--- config.mk ---
export PLATFORM = sky130hd
export DESIGN_NAME = adc_frame_ctrl
export DESIGN_NICKNAME = d
export VERILOG_FILES = /design/src/rtl/adc_frame_pkg.sv /design/src/rtl/adc_sclk_div.sv /design/src/rtl/adc_rx_shift.sv /design/src/rtl/adc_chan_tracker.sv /design/src/rtl/adc_frame_ctrl.sv
export SDC_FILE = /design/constraint.sdc
export NUM_CORES = 1
export LEC_CHECK = 0
export ABC_AREA = 1
export BUFFER_PORTS_ARGS = -buffer_cell sky130_fd_sc_hd__buf_2
export CAP_MARGIN = 20
export CORE_AREA = 2 2 68 77
export CTS_BUF_LIST = sky130_fd_sc_hd__clkbuf_16
export DETAILED_ROUTE_END_ITERATION = 10
export DIE_AREA = 0 0 70 79
export PLACE_DENSITY = 0.72
export SLEW_MARGIN = 20
export SYNTH_ARGS = -nofsm -noshare
export SYNTH_HDL_FRONTEND = slang
export SYNTH_SLANG_ARGS = --single-unit
--- constraint.sdc ---
create_clock -name clk -period 1.64 [get_ports clk]
set_clock_uncertainty 0.2 [all_clocks]
set_input_delay 0.164 -clock clk [delete_from_list [all_inputs] [get_ports clk]]
set_output_delay 0.164 -clock clk [all_outputs]
set_load 0.02 [all_outputs]
--- src/rtl/adc_frame_pkg.sv ---
// Package: shared constants, state type and control-word packing for the
// host ADC frame controller. Assumes a 16-bit frame with an 8-bit command.
package adc_frame_pkg;

    localparam int FRAME_BITS = 16;
    localparam int CMD_BITS   = 8;
    localparam int LEAD_BITS  = 4;
    localparam int RES_BITS   = FRAME_BITS - LEAD_BITS;

    typedef enum logic [1:0] {
        ST_IDLE  = 2'd0,
        ST_WAKE  = 2'd1,
        ST_SHIFT = 2'd2,
        ST_END   = 2'd3
    } frame_st_t;

    // Build the command byte: {opt[2:0], chan, 2'b00, mode[1:0]}.
    function automatic logic [CMD_BITS-1:0] pack_cmd(
        input logic [2:0] opt,
        input logic       chan,
        input logic [1:0] mode
    );
        return {opt, chan, 2'b00, mode};
    endfunction

endpackage

--- src/rtl/adc_sclk_div.sv ---
// Module: half-period tick generator for the serial clock.
// Assumes HALF >= 1; the counter is held clear while run is low so every
// frame begins with a full half period.
module adc_sclk_div #(
    parameter int HALF = 2
) (
    input  logic clk,
    input  logic rst_n,
    input  logic run,
    output logic tick
);
    localparam int CW = (HALF > 1) ? $clog2(HALF) : 1;

    logic [CW-1:0] cnt;

    assign tick = run && (cnt == CW'(HALF - 1));

    // Count system clocks within one serial-clock half period.
    always_ff @(posedge clk) begin
        if (!rst_n || !run) begin
            cnt <= '0;
        end else if (tick) begin
            cnt <= '0;
        end else begin
            cnt <= cnt + 1'b1;
        end
    end

    // the half-period counter never passes its limit.
    p_half_bound_r2: assert property (@(posedge clk) disable iff (!rst_n)
        run |-> (int'(cnt) < HALF));

endmodule

--- src/rtl/adc_rx_shift.sv ---
// Module: collects the 16 frame bits from the converter and splits them
// into the four leading bits and the 12-bit result. Assumes sample pulses
// arrive once per rising serial clock edge.
module adc_rx_shift
    import adc_frame_pkg::*;
(
    input  logic                clk,
    input  logic                rst_n,
    input  logic                clear,
    input  logic                sample,
    input  logic                bit_in,
    output logic [RES_BITS-1:0] result,
    output logic                lead_err
);
    logic [FRAME_BITS-1:0] sr;

    // Shift in one converter bit per rising serial clock edge, MSB first.
    always_ff @(posedge clk) begin
        if (!rst_n || clear) begin
            sr <= '0;
        end else if (sample) begin
            sr <= {sr[FRAME_BITS-2:0], bit_in};
        end
    end

    assign result   = sr[RES_BITS-1:0];
    assign lead_err = |sr[FRAME_BITS-1:RES_BITS];

endmodule

--- src/rtl/adc_chan_tracker.sv ---
// Module: labels each result with the channel programmed one frame earlier.
// Assumes frame_done pulses once per completed frame; wr_chan is the
// channel that frame wrote into the converter.
module adc_chan_tracker (
    input  logic clk,
    input  logic rst_n,
    input  logic frame_done,
    input  logic wr_chan,
    output logic res_chan,
    output logic res_chan_ok
);
    logic prog_chan;
    logic prog_ok;

    // Move the programmed channel to the output and store the new one.
    always_ff @(posedge clk) begin
        if (!rst_n) begin
            prog_chan   <= 1'b0;
            prog_ok     <= 1'b0;
            res_chan    <= 1'b0;
            res_chan_ok <= 1'b0;
        end else if (frame_done) begin
            res_chan    <= prog_chan;
            res_chan_ok <= prog_ok;
            prog_chan   <= wr_chan;
            prog_ok     <= 1'b1;
        end
    end

    // after a frame the programmed channel is the one just written.
    p_prog_follows_r8: assert property (@(posedge clk) disable iff (!rst_n)
        frame_done |=> (prog_chan == $past(wr_chan)) && prog_ok);

    // a result label is valid only once some frame has programmed it.
    p_first_untagged_r9: assert property (@(posedge clk) disable iff (!rst_n)
        (frame_done && !prog_ok) |=> !res_chan_ok);

endmodule

--- src/rtl/adc_frame_ctrl.sv ---
// Module: top of the host ADC frame controller. Accepts one request per
// frame, drives chip select, serial clock and command data, and returns a
// labelled 12-bit result. Assumes the converter updates its data output on
// falling serial clock edges and WAKE_CYCLES >= 1.
module adc_frame_ctrl
    import adc_frame_pkg::*;
#(
    parameter int SCLK_HALF   = 2,
    parameter int WAKE_CYCLES = 10
) (
    input  logic                clk,
    input  logic                rst_n,
    input  logic                req_valid,
    output logic                req_ready,
    input  logic                req_chan,
    input  logic [1:0]          req_mode,
    input  logic [2:0]          req_opt,
    input  logic                req_wake,
    input  logic                req_rdonly,
    output logic                busy,
    output logic                adc_cs_n,
    output logic                adc_sclk,
    output logic                adc_din,
    input  logic                adc_dout,
    output logic                res_valid,
    output logic [RES_BITS-1:0] res_data,
    output logic                res_err,
    output logic                res_chan,
    output logic                res_chan_ok
);
    localparam int BW = $clog2(FRAME_BITS + 1);
    localparam int WW = $clog2(WAKE_CYCLES + 1);

    frame_st_t             st;
    logic [BW-1:0]         bit_cnt;
    logic [WW-1:0]         wake_cnt;
    logic [CMD_BITS-1:0]   cmd_q;
    logic                  chan_q;
    logic                  rdonly_q;
    logic                  tick;
    logic                  accept;
    logic                  rx_sample;
    logic                  frame_done;
    logic                  din_nx;
    logic [2:0]            din_idx;
    logic [RES_BITS-1:0]   rx_result;
    logic                  rx_lead;

    assign req_ready  = (st == ST_IDLE);
    assign busy       = (st != ST_IDLE);
    assign accept     = req_valid && req_ready;
    assign rx_sample  = (st == ST_SHIFT) && tick && !adc_sclk;
    assign frame_done = (st == ST_END) && tick;

    // Pick the command bit that goes out on the coming falling edge.
    always_comb begin
        din_idx = 3'(CMD_BITS - 1) - bit_cnt[2:0];
        din_nx  = (int'(bit_cnt) < CMD_BITS) ? cmd_q[din_idx] : 1'b0;
    end

    adc_sclk_div #(.HALF(SCLK_HALF)) u_div (
        .clk  (clk),
        .rst_n(rst_n),
        .run  ((st == ST_SHIFT) || (st == ST_END)),
        .tick (tick)
    );

    adc_rx_shift u_rx (
        .clk     (clk),
        .rst_n   (rst_n),
        .clear   (accept),
        .sample  (rx_sample),
        .bit_in  (adc_dout),
        .result  (rx_result),
        .lead_err(rx_lead)
    );

    adc_chan_tracker u_tag (
        .clk        (clk),
        .rst_n      (rst_n),
        .frame_done (frame_done),
        .wr_chan    (chan_q),
        .res_chan   (res_chan),
        .res_chan_ok(res_chan_ok)
    );

    // Frame sequencer: chip select, wake wait, serial clock and data out.
    always_ff @(posedge clk) begin
        if (!rst_n) begin
            st        <= ST_IDLE;
            adc_cs_n  <= 1'b1;
            adc_sclk  <= 1'b1;
            adc_din   <= 1'b0;
            bit_cnt   <= '0;
            wake_cnt  <= '0;
            cmd_q     <= '0;
            chan_q    <= 1'b0;
            rdonly_q  <= 1'b0;
            res_valid <= 1'b0;
            res_data  <= '0;
            res_err   <= 1'b0;
        end else begin
            res_valid <= 1'b0;
            unique case (st)
                ST_IDLE: begin
                    if (req_valid) begin
                        adc_cs_n <= 1'b0;
                        adc_din  <= 1'b0;
                        bit_cnt  <= '0;
                        wake_cnt <= '0;
                        rdonly_q <= req_rdonly;
                        chan_q   <= req_rdonly ? 1'b0 : req_chan;
                        cmd_q    <= req_rdonly ? '0
                                              : pack_cmd(req_opt, req_chan, req_mode);
                        st       <= req_wake ? ST_WAKE : ST_SHIFT;
                    end
                end
                ST_WAKE: begin
                    if (int'(wake_cnt) == WAKE_CYCLES - 1) begin
                        st <= ST_SHIFT;
                    end else begin
                        wake_cnt <= wake_cnt + 1'b1;
                    end
                end
                ST_SHIFT: begin
                    if (tick) begin
                        if (adc_sclk) begin
                            adc_sclk <= 1'b0;
                            adc_din  <= din_nx;
                        end else begin
                            adc_sclk <= 1'b1;
                            bit_cnt  <= bit_cnt + 1'b1;
                            if (int'(bit_cnt) == FRAME_BITS - 1) begin
                                st <= ST_END;
                            end
                        end
                    end
                end
                ST_END: begin
                    if (tick) begin
                        adc_cs_n  <= 1'b1;
                        adc_din   <= 1'b0;
                        res_valid <= 1'b1;
                        res_data  <= rx_result;
                        res_err   <= rx_lead;
                        st        <= ST_IDLE;
                    end
                end
                default: st <= ST_IDLE;
            endcase
        end
    end

    // the serial clock is low only inside a frame.
    p_sclk_in_frame_r1: assert property (@(posedge clk) disable iff (!rst_n)
        !adc_sclk |-> !adc_cs_n);

    // never more than sixteen rising edges per frame.
    p_bit_bound_r1: assert property (@(posedge clk) disable iff (!rst_n)
        int'(bit_cnt) <= FRAME_BITS);

    // the data line moves only on a falling edge or a chip-select change.
    p_din_on_fall_r4: assert property (@(posedge clk) disable iff (!rst_n)
        !$stable(adc_din) |-> ($fell(adc_sclk) || $fell(adc_cs_n) || $rose(adc_cs_n)));

    // a read-only frame keeps the data line low.
    p_rdonly_low_r5: assert property (@(posedge clk) disable iff (!rst_n)
        (!adc_cs_n && rdonly_q) |-> !adc_din);

    // result strobe coincides with chip select returning high.
    p_valid_at_cs_rise_r10: assert property (@(posedge clk) disable iff (!rst_n)
        res_valid |-> $rose(adc_cs_n));

    // result strobe lasts a single cycle.
    p_valid_pulse_r10: assert property (@(posedge clk) disable iff (!rst_n)
        res_valid |=> !res_valid);

    // busy covers the whole time chip select is low.
    p_busy_frame_r10: assert property (@(posedge clk) disable iff (!rst_n)
        !adc_cs_n |-> busy);

endmodule

* Yosys cells after proc, flatten, opt, wreduce, memory -nomap -nowiden
Cells that the tools add are included.
** Operators by class
- Add/subtract/negate cells :: 4
- Reductions and logical operators :: 28
- Equal/unequal tests :: 13
- $lt $le $gt $ge :: 2
- Multiplexer cells :: 29
** Operators with widths (count)
- 2-to-1 mux 5 bit :: 3
- 2-to-1 mux 2 bit :: 7
- != test 2 bit (second input constant) :: 7
- 2-to-1 mux 1 bit :: 10
- one-hot mux 5 bit (2 select lines) :: 1
- 2-to-1 mux 4 bit :: 2
- 2-to-1 mux 8 bit :: 1
- one-hot mux 2 bit (4 select lines) :: 1
- one-hot mux 4 bit (2 select lines) :: 1
- AND reduction 2 bit :: 4
- nonzero test 2 bit :: 4
- AND reduction 3 bit :: 2
- AND reduction 6 bit :: 1
- adder 5 x 1 -> 5 bit (second input constant) :: 1
- == test 5 bit (second input constant) :: 1
- logical AND 1 bit :: 5
- less-than comparator 5 x 4 -> 1 bit (second input constant) :: 1
- AND reduction 5 bit :: 1
- adder 4 x 1 -> 4 bit (second input constant) :: 1
- == test 2 bit (second input constant) :: 2
- == test 4 bit (second input constant) :: 1
- less-than comparator 3 x 4 -> 1 bit (second input constant) :: 1
- AND reduction 4 bit :: 1
- OR reduction 4 bit :: 1
- other kinds (12) :: 16
** Storage, ports and cells
- Logic and storage cells :: 93
- Output and inout port bits :: 21
- Input port bits :: 12
- Flip-flop bits (word level) :: 58

* Longest topological paths before layout
Gate-level depths: netlist of run 1.
- Depth after elaboration :: 7
- Depth in mapped cells :: 10
- Depth with buffers taken out :: 10

* Hierarchy
From an unflattened synthesis of run 1, not the netlist that was laid out.
** Unflattened totals
- Cell total of the unflattened synthesis :: 339
- Area total of the unflattened synthesis :: 2538.7 um2
** Modules (own cells, without submodules)
- adc_frame_ctrl :: seq. area each 680.7 um2, times used 1, area each 1604.0 um2, cells each 228
- adc_rx_shift :: seq. area each 320.3 um2, times used 1, area each 753.2 um2, cells each 86
- adc_chan_tracker :: seq. area each 80.1 um2, times used 1, area each 143.9 um2, cells each 20
- adc_sclk_div :: seq. area each 20.0 um2, times used 1, area each 37.5 um2, cells each 5

* Worst setup path before layout of run 1
No wires, ideal clock.
- Path kind :: reg2reg
- From :: reg st[0]
- To :: reg st[0]
- Period minus slack after synthesis :: 1813 ps
- Buffers on the path :: 0
- Library setup time :: 118 ps
- Stages on the path, launching flop included :: 9
- Arrival time :: 1495 ps
- Setup slack :: -173 ps
- Required time :: 1322 ps
- Path through :: dfxtp_1 inv_1 ha_1 inv_1 or2_2 nand2_1 nand4_1 nand2_1 a21oi_1
** On the way
- Elaborated cells between the ends (all ways) :: 14
- Those cells by class :: eq/ne (9); mux (1); reduce/logical (4)
** RTL lines
- start: declaration :: line adc_frame_ctrl.sv:34 : frame_st_t st;
- start signal: assignment :: line adc_frame_ctrl.sv:115 : st <= req_wake ? ST_WAKE : ST_SHIFT;
- zero test 2 bit (*)
- net req_ready :: line adc_frame_ctrl.sv:14 : output logic req_ready,
- != test 2 bit (no line)
- AND reduction 6 bit (no line)
The timed path passes the listed nets; every way through them passes the cells marked *.
A chain may end at the register's enable or synchronous reset.

* Final worst setup path of run 1
- From :: reg st[1]
- To :: reg bit_cnt[2]
** On the way
- Longest elaborated chain between the ends :: 5
- Elaborated cells between the ends (all ways) :: 11
- Those cells by class :: eq/ne (5); mux (1); reduce/logical (5)
** Ends and longest elaborated chain
- == test 2 bit (on tied branches) :: line adc_frame_ctrl.sv:64, adc_frame_ctrl.sv:104
- logical OR 1 bit :: line adc_frame_ctrl.sv:64 : .run ((st == ST_SHIFT) || (st == ST_END)),
- logical AND 1 bit :: line adc_sclk_div.sv:16 : assign tick = run && (cnt == CW'(HALF - 1));
- != test 2 bit (no line)
- AND reduction 4 bit (no line)
- end signal: assignment :: line adc_frame_ctrl.sv:132 : bit_cnt <= bit_cnt + 1'b1;
- end: declaration :: line adc_frame_ctrl.sv:35 : logic [BW-1:0] bit_cnt;
Parallel ways exist; a longest one is shown, timed or not.

==> results of run 1 <==
==> worst max path at each step <==
stage,end,cells past startpoint
floorplan,st[1],9
global placement,bit_cnt[3],9
detailed placement,st[1],9
CTS,bit_cnt[3],9
global route,bit_cnt[2],7
finish,bit_cnt[2],7
==> layer usage <==
layer,track usage [%],wire [um],up-vias
met5,0,0,-
met1,22.5,2310,1006
met2,37.4,2900,70
met4,7.88,112,0
li1,-,-,1117
met3,5.20,311,12
==> cell type report <==
cell class	count	area [um^2]	area share (%)
multi-input combinational	215	1110	37.1
tap	58	72.6	2.42
sequential	55	1110	36.9
clock inverter	3	42.5	1.42
timing repair buffer	63	418	13.9
clock buffer	5	125	4.17
inverter	31	123	4.09
==> what timing repair did <==
item                       CTS  global route
setup buffers                2             4
pin swaps                    1            10
hold endpoints to repair     7             0
hold buffers                 7             0
setup endpoints to repair   34            35
resized for setup           10            19
==> synth_stat cells <==
cell type | number | area (um^2)
nor2_4 | 1 | 11.3
nand2_2 | 2 | 12.5
o21ai_0 | 29 | 145
clkbuf_1 | 4 | 15.0
nand3b_1 | 1 | 7.51
buf_1 | 1 | 3.75
nor4_1 | 1 | 6.26
a21boi_0 | 1 | 7.51
o21ai_2 | 1 | 8.76
buf_2 | 4 | 20.0
nand2_1 | 75 | 282
nor2_1 | 38 | 143
buf_6 | 2 | 22.5
nand3_1 | 16 | 80.1
a21oi_1 | 32 | 160
nand4_1 | 2 | 12.5
nor3_1 | 3 | 15.0
a221o_1 | 1 | 10.0
dfxtp_1 | 55 | 1100
nand3_2 | 1 | 10.0
ha_1 | 8 | 100
inv_1 | 29 | 109
or2_2 | 2 | 12.5
nor2_2 | 1 | 6.26
inv_2 | 2 | 7.51
==> kinds of logic after synthesis <==
kind of cell    synth area share, %
simple gates                   25.9
compound gates                 14.4
flops                          47.7
buf+inv                        7.70
fa+ha+maj                      4.34
==> worst register-to-register path: stages (launching register included) <==
cell and delay (ns):
dfxtp_2 0.37, inv_2 0.07, ha_4 0.18, nand2_1 0.15
nand2_1 0.08, o21ai_0 0.16, o21ai_0 0.19, a21oi_1 0.19
==> stage by stage <==
| stage | TNS (ns) | setup slack (ns) | area, um^2 |
|---|---|---|---|
| 5_1_grt | -0.210 | -0.112 | 3000 |
| 4_1_cts | -0.00517 | -0.00517 | 2910 |
| 2_1_floorplan | 0 | 0.00392 | 2320 |
| 3_3_place_gp | -0.0278 | -0.0278 | 2630 |
| 3_5_place_dp | -0.464 | -0.103 | 2630 |
| 6_report | -0.0407 | -0.0272 | 3000 |
==> flip-flops by register name, summed over array words and instances (netlist names) <==
register,flops
u_rx.sr,16
res_data,12
cmd_q,6
bit_cnt,5
wake_cnt,4
st,2
adc_cs_n,1
adc_din,1
adc_sclk,1
res_err,1
res_valid,1
u_div.cnt,1
u_tag.prog_chan,1
u_tag.prog_ok,1
u_tag.res_chan,1
u_tag.res_chan_ok,1
==> power breakdown <==
| group | switching [uW] | internal [uW] |
|---|---|---|
| clock network | 479 | 721 |
| logic | 815 | 534 |
| registers | 77.7 | 1430 |
| total | 1370 | 2690 |
==> results.cfg, run 1 <==
[layout]
mostFrequentLayoutCells = nand2_1 (72), dfxtp_1 (51), nor2_1 (37), a21oi_1 (32), buf_2 (32)
fill_cells = 424
stdcell_count = 430
diodes = 0
final_common_cell = nand2_1
post-route-util_pct = 62.5
area_delta_synth_final_pct = 29.9
drive_above_1_share_pct = 25.0
fin_nets = 391

[drt]
ant_nets = 0
firstDrtPassIters = 4
route.detailed.drc = 0
avgRoutedWirePerCell_um = 13.1
drt-total-wl_um = 5630
drt_iter0_markers = 165
viasPerCell = 5.13
vias = 2205

[power]
power.density_nw_per_um2 = 1350
finalPower_uw = 4060
ir_drop_mv = 0.563
leakagePower_uw = 0.00127

[floorplan]
fp.dieArea_um2 = 5530
core-area_um2 = 4800
io_pins = 33
die_w_um = 70
die-height_um = 79
initial_core_util_pct = 48.1
rows = 27

[place]
dp_cells = 409
placement.io_buffers = 32
gp_congestion = 0.894
hpwl_um = 3680

[clock_tree]
numClockSinks = 55
cts_tree = built
clock-root-buffer = clkbuf_16
cts-htree-levels = 2
cts.path.max_buffers = 2
clock_latency_ns = 0.29
cts_buffers = 5
cts.clk_slew.worst_paths_ns = 0.07

[critical_path]
path_max_fanout = 5
regToRegStartpoint = st[1]
r2r-end = bit_cnt[2]
crit_slowest_cell = dfxtp_2
path_delay_family = compound AO/OA/AOI/OAI gates
path_cells = inv_2 -> ha_4 -> nand2_1 -> nand2_1 -> o21ai_0 -> o21ai_0 -> a21oi_1
critical_path_class = reg2reg
reg2reg_setup_slack_ns = -0.03
startpoint = st[1]
worstPathArrival_ns = 1.68
cp-end-kind = flop
crit_buf_inv = 1
start_kind = flop
rr_worst_depth = 7
crit_required_ns = 1.65
slowest_delay_ns = 0.37

[global_routing]
grt-ovfl-total = 0
grt_max_degree = 22
antenna_found_initial = 0
grtUsageTotal_pct = 20.4
grt_pass1_vias = 2038
grt_pass1_wl_um = 9040

[synth]
synth_cells = 312
synth_seq_area_share_pct = 47.7
ys_ff_latch = 55
syn_nets = 332
synth.distinct_cells = 25
yosys_warnings = 0
syn_avg_cell_area_um2 = 7.40
synthesis.area_um2 = 2310

[status]
status = finished, violations left
violations = setup timing

[min_path]
min_from = rst_n
hold_depth = 3
holdCritPathClass = in2reg
min_delay_worst_endpoint = st[1]

[flow_run]
drv_cap = 0

[timing]
worst_slack_ns = -0.0272
finalCritPeriodShare_pct = 102
fmax_mhz = 600
slew_viol_final = 0
setup_violations = 2
hold_viol_final = 0
rsz0062_at_grt = true
slew_headroom_pct = 69.5
hold_slack_ns = 0.0430
tightest_slew_ns = 0.455
min_period_ns = 1.67
No activity file was read; power rests on OpenSTA's default activity.
==> inputs of run 2 (changes only) <==
--- a/config.mk
+++ b/config.mk
@@ -8,11 +8,11 @@
 export ABC_AREA = 1
 export BUFFER_PORTS_ARGS = -buffer_cell sky130_fd_sc_hd__buf_2
 export CAP_MARGIN = 20
-export CORE_AREA = 2 2 68 77
+export CORE_AREA = 2 2 72 81
 export CTS_BUF_LIST = sky130_fd_sc_hd__clkbuf_16
 export DETAILED_ROUTE_END_ITERATION = 10
-export DIE_AREA = 0 0 70 79
-export PLACE_DENSITY = 0.72
+export DIE_AREA = 0 0 74 83
+export PLACE_DENSITY = 0.66
 export SLEW_MARGIN = 20
 export SYNTH_ARGS = -nofsm -noshare
 export SYNTH_HDL_FRONTEND = slang
==> constraint.sdc (replaced) <==
create_clock -name clk -period 1.35 [get_ports clk]
set_clock_uncertainty 0.2 [all_clocks]
set_input_delay 0.0675 -clock clk [delete_from_list [all_inputs] [get_ports clk]]
set_output_delay 0.0675 -clock clk [all_outputs]
set_load 0.02 [all_outputs]
==> run 2 against run 1 <==
Net effect:
- the flow still finishes with violations (setup timing)
- cell count increased by 9.1%
- sequential cell count unchanged
- sequential power increased by 23%
- worst hold slack lost 0.023 ns
- setup slack worse by 0.26 ns
- die area up 11%
- wire length up 6.1%
- sequential share of layout area down 4.7 points
- critical path type unchanged
==> results.cfg, run 2 (synthesis results as in run 1) <==
[status]
status = finished, violations left
violations = setup timing

[critical_path]
critical_path_class = reg2reg
crit_required_ns = 1.34
cp-end-kind = flop
start_kind = flop
worstPathArrival_ns = 1.63
path_max_fanout = 5

[timing]
min_period_ns = 1.64
slew_viol_final = 0
fmax_mhz = 609
hold_viol_final = 0
worst_slack_ns = -0.291
finalCritPeriodShare_pct = 122
rsz0062_at_grt = true
slew_headroom_pct = 66.0
tightest_slew_ns = 0.508
setup_violations = 53
setup_tns_ns = -7.79
hold_slack_ns = 0.0202

[global_routing]
grt-ovfl-total = 0
grt_util_met2_pct = 33.0
grtUsageMet3_pct = 4.13
grt_pass1_vias = 2115
grt_pass1_wl_um = 9520
grt_max_degree = 22
busiest_layer = met2
antenna_found_initial = 0
use_met1_pct = 24.4
grtUsageTotal_pct = 19.5

[layout]
top_regs = u_rx.sr x16, res_data x12, cmd_q x6
diodes = 0
area_delta_synth_final_pct = 50.2
fill_cells = 430
drive_above_1_share_pct = 41.1
mostFrequentLayoutCells = nand2_1 (51), dfxtp_1 (50), nor2_1 (35), buf_2 (31), buf_4 (29)
fin_area_um2 = 3470
final_common_cell = nand2_1
largest_reg_flops = 16
stdcell_count = 469
largest-register = u_rx.sr
fin_nets = 413

[drt]
drt-total-wl_um = 5980
ant_nets = 0
vias = 2254
drt_iter0_markers = 111
avgRoutedWirePerCell_um = 12.7
firstDrtPassIters = 4
viasPerCell = 4.81
route.detailed.drc = 0

[flow_run]
drv_cap = 0

[clock_tree]
cts-htree-levels = 2
cts.path.max_buffers = 2
clock_latency_ns = 0.29
cts_buffers = 5
cts.clk_slew.worst_paths_ns = 0.07
cts_tree = built
clock-root-buffer = clkbuf_16
numClockSinks = 55

[floorplan]
core-area_um2 = 5290
die_w_um = 74
io_pins = 33
die-height_um = 83
fp.dieArea_um2 = 6140
rows = 28
initial_core_util_pct = 43.6

[power]
power.density_nw_per_um2 = 1570
leakagePower_uw = 0.00147
ir_drop_mv = 0.764
finalPower_uw = 5450

[place]
gp_congestion = 0.842
postPlaceCellArea_um2 = 2740
dp_cells = 433
placement.io_buffers = 32
hpwl_um = 3630

[min_path]
holdCritPathClass = in2reg
-- run 2: critical path, stage by stage (launching register included) --
cell and delay, ns:
dfxtp_4 0.37, inv_4 0.07, ha_4 0.19, clkinvlp_4 0.14, or2_4 0.28, nand2_2 0.06, nand4_1 0.10, nand2_1 0.08
a21oi_1 0.04
-- run 2: path summary, 6_finish.rpt --
path / start / end / slack, ns / depth (start not counted)
worst max-delay path: st[1] / st[0] / -0.29 / 8
worst min-delay path: rst_n / adc_din / 0.02 / 3
worst max register to register: st[1] / st[0] / -0.29 / 8
worst min register to register: u_tag.prog_ok / u_tag.res_chan_ok / 0.25 / 2
-- run 2: through the flow --
stage	setup slack (ns)	utilization, %
after global placement	-0.312	51.8
after global routing	-0.360	65.5
final	-0.291	65.5
after floorplan	-0.234	-
after detailed placement	-0.324	51.8
after CTS	-0.245	61.6
-- run 2: where the power goes --
part / switching (uW) / total (uW) / leakage, uW / internal, uW
logic: 1210 / 2270 / 0.000943 / 1060
registers: 108 / 1860 / 0.000448 / 1750
clock network: 620 / 1320 / 0.0000746 / 699
total: 1940 / 5450 / 0.00147 / 3510
-- run 2: cell type report --
type / instances / area, um^2 / area share [%]
multi-input combinational: 215 / 1300 / 37.5
tap: 75 / 93.8 / 2.71
sequential: 55 / 1120 / 32.2
timing repair buffer: 84 / 664 / 19.2
inverter: 31 / 136 / 3.93
clock buffer: 5 / 125 / 3.61
timing repair inverter: 1 / 7.51 / 0.217
clock inverter: 3 / 22.5 / 0.650
-- run 2: what timing repair did --
item                                    CTS  global route
endpoints found under the setup margin   54            55
pin swaps                                27             9
hold endpoints to repair                  8             0
buffers inserted                          8             7
gates cloned                              2             1
resized for setup                        53            49
hold buffers                             10             0
-- run 2: metal layers --
| metal | vias up | wire length (um) |
|---|---|---|
| li1 | 1161 | - |
| met1 | 1054 | 2710 |
| met2 | 31 | 3020 |
| met3 | 8 | 150 |
| met4 | 0 | 98 |
| met5 | - | 0 |
==> inputs of run 3 (changes only) <==
--- a/config.mk
+++ b/config.mk
@@ -12,6 +12,7 @@
 export CTS_BUF_LIST = sky130_fd_sc_hd__clkbuf_16
 export DETAILED_ROUTE_END_ITERATION = 10
 export DIE_AREA = 0 0 74 83
+export GPL_TIMING_DRIVEN = 0
 export PLACE_DENSITY = 0.66
 export SLEW_MARGIN = 20
 export SYNTH_ARGS = -nofsm -noshare
==> constraint.sdc (replaced) <==
create_clock -name clk -period 1.4 [get_ports clk]
set_clock_uncertainty 0.2 [all_clocks]
set_input_delay 0.07 -clock clk [delete_from_list [all_inputs] [get_ports clk]]
set_output_delay 0.07 -clock clk [all_outputs]
set_load 0.02 [all_outputs]
==> run 3 against run 2 <==
Net effect:
- the run ends with hold timing, setup timing left
- global-route usage up 0.88 points
- non-clock buffer count is 5 lower
- sequential share of layout area increased by 1.0 points
- sequential power shrank 4%
- clock power about the same
- register-to-register slack barely moved
- largest power group unchanged
==> results.cfg, run 3 (synthesis results as in run 1) <==
[status]
status = finished, violations left
violations = hold timing, setup timing

[critical_path]
slowest_delay_ns = 0.37
crit_required_ns = 1.38
path_cells = inv_4 -> ha_4 -> clkinvlp_4 -> or2_4 -> nand2_2 -> nand4_1 -> nand2_1 -> a21oi_1
critical_path_class = reg2reg
crit_slowest_cell = dfxtp_4
start_kind = flop
path_max_fanout = 5
cp-end-kind = flop
worstPathArrival_ns = 1.67
rr_worst_depth = 8

[global_routing]
grt_pass1_wl_um = 10000
grt_max_degree = 17
grt-ovfl-total = 0
antenna_found_initial = 0
grtUsageTotal_pct = 20.4
grt_pass1_vias = 2137

[floorplan]
rows = 28
core-area_um2 = 5290
io_pins = 33
die_w_um = 74
initial_core_util_pct = 43.6
die-height_um = 83
fp.dieArea_um2 = 6140

[drt]
ant_nets = 0
drt-total-wl_um = 6350
viasPerCell = 4.96
drt_iter0_markers = 129
avgRoutedWirePerCell_um = 13.7
vias = 2297
route.detailed.drc = 0
firstDrtPassIters = 4

[layout]
area_delta_synth_final_pct = 45.1
fill_cells = 451
largest_reg_flops = 16
mostFrequentLayoutCells = nand2_1 (64), dfxtp_1 (50), nor2_1 (37), buf_2 (32), a21oi_1 (27)
stdcell_count = 463
fin_nets = 407
top_regs = u_rx.sr x16, res_data x12, cmd_q x6
drive_above_1_share_pct = 33.2
post-route-util_pct = 63.3
final_common_cell = nand2_1
largest-register = u_rx.sr
diodes = 0
fin_area_um2 = 3350

[clock_tree]
cts_buffers = 5
numClockSinks = 55
cts-htree-levels = 2
clock_latency_ns = 0.29
clock-root-buffer = clkbuf_16
cts_tree = built
cts.clk_slew.worst_paths_ns = 0.07
cts_hold_buf = 9
cts.path.max_buffers = 2

[timing]
hold_slack_ns = -0.0727
slew_viol_final = 0
rsz0062_at_grt = true
hold_viol_final = 2
fmax_mhz = 592
tightest_slew_ns = 0.518
min_period_ns = 1.69
slew_headroom_pct = 65.5
setup_violations = 45
finalCritPeriodShare_pct = 121
worst_slack_ns = -0.290

[place]
postPlaceCellArea_um2 = 2620
gp_congestion = 0.826
hpwl_um = 3650
place_ws_ns = -0.312
dp_cells = 419
placement.io_buffers = 32

[power]
ir_drop_mv = 0.890
finalPower_uw = 5350
leakagePower_uw = 0.00140
power.density_nw_per_um2 = 1600

[flow_run]
drv_cap = 0

[min_path]
holdCritPathClass = in2reg
hold_depth = 3
[run 3: final timing paths]
| path | start | end | slack (ns) |
|---|---|---|---|
| max reg2reg | st[1] | st[0] | -0.29 |
| max | st[1] | st[0] | -0.29 |
| min reg2reg | u_tag.prog_ok | u_tag.res_chan_ok | 0.26 |
| min | rst_n | u_tag.res_chan_ok | -0.07 |
[run 3: per-stage QoR]
stage,hold WS [ns],TNS (ns)
2_1_floorplan,0.00445,-2.06
3_3_place_gp,0.105,-8.90
3_5_place_dp,0.112,-10.60
4_1_cts,-0.110,-4.38
5_1_grt,-0.0607,-8.92
6_report,-0.0727,-5.74
[run 3: where the power goes]
part | internal [uW] | leakage, uW | switching [uW]
registers | 1680 | 0.000448 | 103
logic | 993 | 0.000871 | 1260
clock network | 764 | 0.0000794 | 553
total | 3440 | 0.00140 | 1920
[run 3: final cells by class]
type	instances	area, um^2	share of cell area (%)
timing repair buffer	68	480	14.3
buffer	11	92.6	2.76
sequential	55	1110	33.3
multi-input combinational	215	1280	38.1
clock buffer	6	150	4.48
clock inverter	2	8.76	0.261
tap	75	93.8	2.80
inverter	31	133	3.96
[run 3: worst max-delay path: cells and delay by family (launching register included)]
family                     cells  cell delay [ns]
and+or+nand+nor                4             0.51
DFF                            1             0.37
buffers and inverters          2             0.24
adders and majority gates      1             0.21
AOI/OAI and AO/OA              1             0.05
[run 3: routing by layer]
layer,global-route usage (%),wire (um),vias up
li1,-,-,1153
met1,27.3,2890,1091
met2,33.0,3200,45
met3,3.76,176,8
met4,6.12,80,0
met5,0,0,-
[run 3: what timing repair did]
item / CTS / global route
gates cloned: 2 / 0
hold endpoints to repair: 10 / 2
gates resized for setup: 47 / 41
pin swaps: 11 / 13
setup buffers: 17 / 8
endpoints found under the setup margin: 53 / 54
